`src/rtl/bsmix_pkg.sv`:
```
package bsmix_pkg;
  localparam int PHASE_W = 2;
  localparam int PHASE_N = 1 << PHASE_W;
  typedef logic [PHASE_W-1:0] phase_t;
  typedef enum logic [1:0] {
    CAR_ZERO = 2'd0,
    CAR_POS  = 2'd1,
    CAR_NEG  = 2'd2
  } carrier_e;
endpackage

```
`src/rtl/bsmix_phase.sv`:
```
module bsmix_phase
  import bsmix_pkg::*;
(
  input  logic   clk,
  input  logic   rst,
  input  logic   step,
  output phase_t phase
);
  always_ff @(posedge clk) begin
    if (rst) phase <= '0;
    else if (step) phase <= phase + 1'b1;
  end

  AST_PHASE_HOLD: assert property (@(posedge clk) disable iff (rst)
    !step |=> $stable(phase));
  AST_PHASE_STEP: assert property (@(posedge clk) disable iff (rst)
    step |=> (phase == phase_t'($past(phase) + 1'b1)));
endmodule

```
`src/rtl/bsmix_lane.sv`:
```
module bsmix_lane
  import bsmix_pkg::*;
#(
  parameter int OUT_W = 2,
  parameter int LAG   = 0
) (
  input  logic                    clk,
  input  logic                    rst,
  input  logic                    en,
  input  logic                    bit_in,
  input  phase_t                  phase,
  output logic signed [OUT_W-1:0] y
);
  localparam logic signed [OUT_W-1:0] V_POS = OUT_W'(1);
  localparam logic signed [OUT_W-1:0] V_NEG = '1;

  phase_t                  rel;
  carrier_e                car;
  logic signed [OUT_W-1:0] sval;
  logic signed [OUT_W-1:0] prod;

  always_comb begin
    rel  = phase - phase_t'(LAG);
    car  = (rel == phase_t'(0)) ? CAR_POS :
           (rel == phase_t'(2)) ? CAR_NEG : CAR_ZERO;
    sval = bit_in ? V_POS : V_NEG;
    case (car)
      CAR_POS: prod = sval;
      CAR_NEG: prod = -sval;
      default: prod = '0;
    endcase
  end

  always_ff @(posedge clk) begin
    if (rst) y <= '0;
    else if (en) y <= prod;
  end

  AST_LANE_HOLD: assert property (@(posedge clk) disable iff (rst)
    !en |=> $stable(y));
  AST_LANE_TERNARY: assert property (@(posedge clk) disable iff (rst)
    en |=> (y == V_POS || y == '0 || y == V_NEG));
endmodule

```
`src/rtl/quad_bitstream_mixer.sv`:
```
module quad_bitstream_mixer
  import bsmix_pkg::*;
#(
  parameter int OUT_W = 2
) (
  input  logic                    clk,
  input  logic                    rst,
  input  logic                    smp_en,
  input  logic                    mod_bit,
  output logic signed [OUT_W-1:0] mix_i,
  output logic signed [OUT_W-1:0] mix_q,
  output logic                    mix_valid
);
  localparam int LANES = 2;

  phase_t                  phase;
  logic signed [OUT_W-1:0] lane_y [LANES];

  bsmix_phase u_phase (
    .clk   (clk),
    .rst   (rst),
    .step  (smp_en),
    .phase (phase)
  );

  for (genvar g = 0; g < LANES; g++) begin : g_lane
    bsmix_lane #(.OUT_W(OUT_W), .LAG(g)) u_lane (
      .clk    (clk),
      .rst    (rst),
      .en     (smp_en),
      .bit_in (mod_bit),
      .phase  (phase),
      .y      (lane_y[g])
    );
  end

  assign mix_i = lane_y[0];
  assign mix_q = lane_y[1];

  always_ff @(posedge clk) begin
    if (rst) mix_valid <= 1'b0;
    else mix_valid <= smp_en;
  end

  AST_VALID_RISE: assert property (@(posedge clk) disable iff (rst)
    smp_en |=> mix_valid);
  AST_VALID_IDLE: assert property (@(posedge clk) disable iff (rst)
    !smp_en |=> !mix_valid);
  AST_QUAD_EXCL: assert property (@(posedge clk) disable iff (rst)
    mix_valid |-> ((mix_i != '0) != (mix_q != '0)));
endmodule

```
`config.mk`:
```
export PLATFORM = sky130hd
export DESIGN_NAME = quad_bitstream_mixer
export DESIGN_NICKNAME = d
export VERILOG_FILES = /design/src/rtl/bsmix_pkg.sv /design/src/rtl/bsmix_phase.sv /design/src/rtl/bsmix_lane.sv /design/src/rtl/quad_bitstream_mixer.sv
export SDC_FILE = /design/constraint.sdc
export NUM_CORES = 1
export LEC_CHECK = 0
export BUFFER_PORTS_ARGS = -buffer_cell sky130_fd_sc_hd__buf_2
export CAP_MARGIN = 10
export CORE_AREA = 2 2 39 41
export CTS_CLUSTER_DIAMETER = 120
export CTS_CLUSTER_SIZE = 16
export DETAILED_ROUTE_END_ITERATION = 16
export DIE_AREA = 0 0 41 43
export GPL_ROUTABILITY_DRIVEN = 0
export PLACE_DENSITY_LB_ADDON = 0.08
export RECOVER_POWER = 50
export SLEW_MARGIN = 25
export SYNTH_ARGS = -nofsm -noshare
export SYNTH_HDL_FRONTEND = slang
export SYNTH_SLANG_ARGS = --single-unit
export TNS_END_PERCENT = 100
```
`constraint.sdc`:
```
create_clock -name clk -period 1.4 [get_ports clk]
set_input_delay 0.28 -clock clk [delete_from_list [all_inputs] [get_ports clk]]
set_output_delay 0.28 -clock clk [all_outputs]
set_load 0.005 [all_outputs]
```
# == Word level (Yosys, flattened, before mapping) ==
# Index checks and enable logic that the tools add are counted.
# word_totals
reg_bits,7
inputBits,4
output_inout_bits,5
wordCells,22
# classes
add_sub_neg,3
eq_ne,6
muxes,7
reduce_logical,2
# ops
op,count
2-bit 2-to-1 mux,5
2-bit equality test (second input constant),4
2-bit one-hot mux with 2 select lines,2
2-bit by 1-bit equality test with 1-bit output (second input constant),2
2-bit logical NOT,2
2-bit by 1-bit adder with 2-bit output (second input constant),1
2-bit negation,1
2-bit by 1-bit subtractor with 2-bit output (second input constant),1

# == Logic depth before layout (Yosys ltp) ==
# depth
word_depth,6
depth_mapped,4
ltp_nobuf,4

# == Hierarchy ==
# A second synthesis with hierarchy kept.
# hier_totals
hier_cells,25
hier_area_um2,274.0
# modules_own_cells
mod,instances,cells_each,area_each_um2,seq_area_each_um2
bsmix_lane at g_lane[0].u_lane,1,8,81.3,40.0
bsmix_lane at g_lane[1].u_lane,1,8,80.1,40.0
bsmix_phase,1,7,78.8,40.0
quad_bitstream_mixer,1,2,33.8,20.0

# == Worst setup path after synthesis ==
# Ideal clock, no wire load.
# synth_timing
path_type,register to register
from,register u_phase.phase[0]
to,register u_phase.phase[1]
setup_time_ns,0.114
arrival_time_ns,0.868
t_required_ns,1.286
path_slack_ns,0.417
stages_incl_launch_ff,5
path_buffers,0
synth_period_minus_slack_ns,0.983
path_cell_list,dfxtp_1 > inv_1 > ha_1 > mux2i_1 > nor2_1
# synth_between
elab_chain_len,1
# synth_rtl
item,line_no,text
start: declaration,bsmix_phase.sv:7,output phase_t phase
start signal: assignment,bsmix_phase.sv:11,else if (step) phase <= phase + 1'b1;
2-bit by 1-bit adder with 2-bit output,bsmix_phase.sv:11,
# Every way passes these cells.
# A chain may end at the register's enable or synchronous reset.

# == Worst setup path after layout ==
# Ends and elaborated chain as after synthesis.

==> summary.txt <==
Run status
  • Status: finished, final reports clean

Drt
  • Via-per-instance ratio: 3.93
  • WL/cell: 9.36 microns
  • Routed Antenna Nets: 0
  • DR DRC count: 0
  • First-pass DRT Iterations: 1
  • DRT iter0 DRCs: 0
  • Vias: 228
  • Final WL: 543 microns

Logic synthesis
  • Register area share after synthesis: 44.6%
  • Yosys warns: 0
  • Synth cell types: 9
  • Mapped Nets: 39
  • Simple-gate share of the synthesized area: 11.6%
  • Multiplexer share of the synthesized area: 9.56%
  • Xor/xnor share of the synthesized area: 2.79%
  • Mapped cell area: 314 sq um
  • Largest family of logic cells by synthesized area: adder cells
  • Synth Register Bits: 7
  • Mapped Avg Cell Area: 10.1 sq um
  • Syn Inst Count: 31
  • Post-synthesis compound-gate area fraction: 9.56%
  • Adder-Cell Fraction of Synth Area: 15.9%

Clock network
  • Root Buffer: clkbuf_4
  • Clock Sinks: 7
  • CTS Hold Bufs: 0
  • CTS resizes: 0
  • H-tree depth: 1
  • Clock Path Buffers: 2
  • CTS clk-pin slew, worst paths: 0.05 ns
  • CTS tree: built
  • Num CTS Buffers: 3
  • Clock latency on the worst-skew pair: 0.25 ns
  • Postcts setup bufs: 0

STA
  • Final period utilization: 74.0%
  • Final hold viol count: 0
  • Fmax: 0.966 GHz
  • Final Max Slew Viols: 0
  • Setup TNS: 0 ns
  • Worst Skew: 0.00204 ns
  • Endpoints failing setup: 0
  • RSZ-0062 raised after global routing: no
  • Slew headroom: 68.0%
  • Crit path time final: 1.04 ns
  • Worst-margin pin slew: 0.480 ns

Finish
  • Reg area: 140 sq um
  • Multi-input gate area: 155 sq um
  • Ant. Diodes: 0
  • Most frequent cells in the layout: nor2_1, dfxtp_1, buf_2
  • Nets@finish: 51
  • Fillers: 157
  • Share of layout cells above drive strength 1: 19.0%
  • Synthesis-to-layout area growth: 22.7%
  • Most common cell after layout, fill and taps aside: nor2_1

Critical path
  • Worst r2r dst: u_phase.phase[1]
  • CP Capture Type: register
  • WP data required: 1.54 ns
  • CP Capture Point: u_phase.phase[1]
  • Worst r2r path cells: 4
  • CP top delay family: flip-flops
  • Startpoint Class: register
  • Crit-path slowest cell: dfxtp_1
  • Setup crit start: u_phase.phase[0]
  • Worst reg-to-reg setup slack: 0.36 ns
  • Max incr delay on CP: 0.38 ns
  • WP data arrival: 1.18 ns
  • R2r startpoint: u_phase.phase[0]
  • Crit path kind: reg2reg
  • Max FO, Critical Path: 4
  • CP Cell Sequence: inv_1, ha_1, mux2i_1, nor2_1
  • Crit path buffers/inverters: 1
  • CP Depth: 4

Min path
  • Hold path start: rst
  • Worst hold stages: 2
  • Hold WC Path Type: in2reg

Flow run
  • Max_cap viols: 0

Power and ir drop
  • Switch Pwr: 122 uW
  • Pleak: 0.174 nW
  • Maximum VDD drop: 366 uV
  • Clock power share: 38.7%
  • Internal Pwr Total: 357 uW
  • Power, Total: 480 uW
  • Switching share of power: 25.5%
  • Sequential share of power: 47.2%
  • Power Dens Cells: 1240 nW/um^2
  • Comb power frac: 14.1%

Global routing
  • GR Overflow Total: 0
  • GRT Overall Usage: 8.35%
  • Largest net degree at the start of global routing: 12
  • First-pass GRT wire length: 869 microns
  • Vias in the first global route: 212
  • Initial antenna violation count: 0

Placed design
  • Detailed Place HPWL: 406 microns
  • I/O Buffers: 8

Floorplan
  • Chip width: 41 microns
  • I/O pin cnt: 9
  • Initial Util: 22.7%
  • Core ar.: 1380 sq um
  • DIE AREA: 1760 sq um
  • FP Rows: 14
  • Die H: 43 microns
-- layer usage --
metal | global-route usage, % | up-vias | share of wire (%)
li1 | - | 125 | -
met1 | 8.74 | 96 | 44
met2 | 10.0 | 7 | 46
met3 | 6.28 | 0 | 9.8
met4 | 8.00 | 0 | 0
met5 | 0 | - | 0
-- cell families (layout without fill, tap and decap cells) --
logic type	Yosys count	after routing
buf+inv	3	14
xor+xnor	1	1
compound gates	4	4
flops	7	7
mux	3	3
simple gates	9	9
fa+ha+maj	4	4
-- worst min-delay path by stage --
stage / endpoint / slack [ns]
2_1_floorplan: mix_valid / 0.35
3_5_place_dp: g_lane[0].u_lane.y[1] / 0.48
4_1_cts: mix_valid / 0.28
6_report: g_lane[0].u_lane.y[1] / 0.28
5_1_grt: mix_valid / 0.27
3_3_place_gp: g_lane[1].u_lane.y[1] / 0.47
-- metrics by stage --
stage | hold WS, ns | std cells | area [sq um] | util [%] | setup slack [ns]
4_1_cts | 0.284 | 58 | 389 | 28.1 | 0.353
3_5_place_dp | 0.481 | 54 | 363 | 26.2 | 0.363
2_1_floorplan | 0.352 | 31 | 314 | - | 0.417
3_3_place_gp | 0.472 | 54 | 363 | 26.2 | 0.384
5_1_grt | 0.273 | 58 | 385 | 27.8 | 0.259
6_report | 0.285 | 58 | 385 | 27.8 | 0.364
-- power by group through the flow --
stage / sequential [mW] / combinational [mW] / clock [mW]
6_report: 0.226 / 0.0676 / 0.186
2_1_floorplan: 0.231 / 0.0461 / 0
4_1_cts: 0.226 / 0.0708 / 0.198
3_5_place_dp: 0.231 / 0.0704 / 0
5_1_grt: 0.229 / 0.0792 / 0.213
3_3_place_gp: 0.230 / 0.0695 / 0
-- worst register-to-register path, cell delays in order, from the launching register on --
cell	delay, ns
dfxtp_1	0.38
inv_1	0.08
ha_1	0.29
mux2i_1	0.13
nor2_1	0.05
-- sequential cells by signal (all words and copies together), names as in the netlist --
| signal | cells |
|---|---|
| u_phase.phase | 2 |
| g_lane.u_lane.y | 4 |
| mix_valid | 1 |
-- synthesized netlist by cell type --
| master | number | area share (%) |
|---|---|---|
| nor2b_1 | 1 | 2.0 |
| ha_1 | 4 | 16 |
| mux2i_1 | 3 | 9.6 |
| buf_6 | 1 | 3.6 |
| a211oi_1 | 4 | 9.6 |
| dfxtp_1 | 7 | 45 |
| nor2_1 | 8 | 9.6 |
| xnor2_1 | 1 | 2.8 |
| inv_1 | 2 | 2.4 |
-- cell type report --
class                           count  area share, %
Multi-Input combinational cell     21           40.3
Sequential cell                     7           36.4
Timing Repair Buffer                8           9.42
Clock buffer                        4           6.82
Tap cell                           16           5.19
Inverter                            2           1.95
No activity file was read; power rests on OpenSTA's default activity.
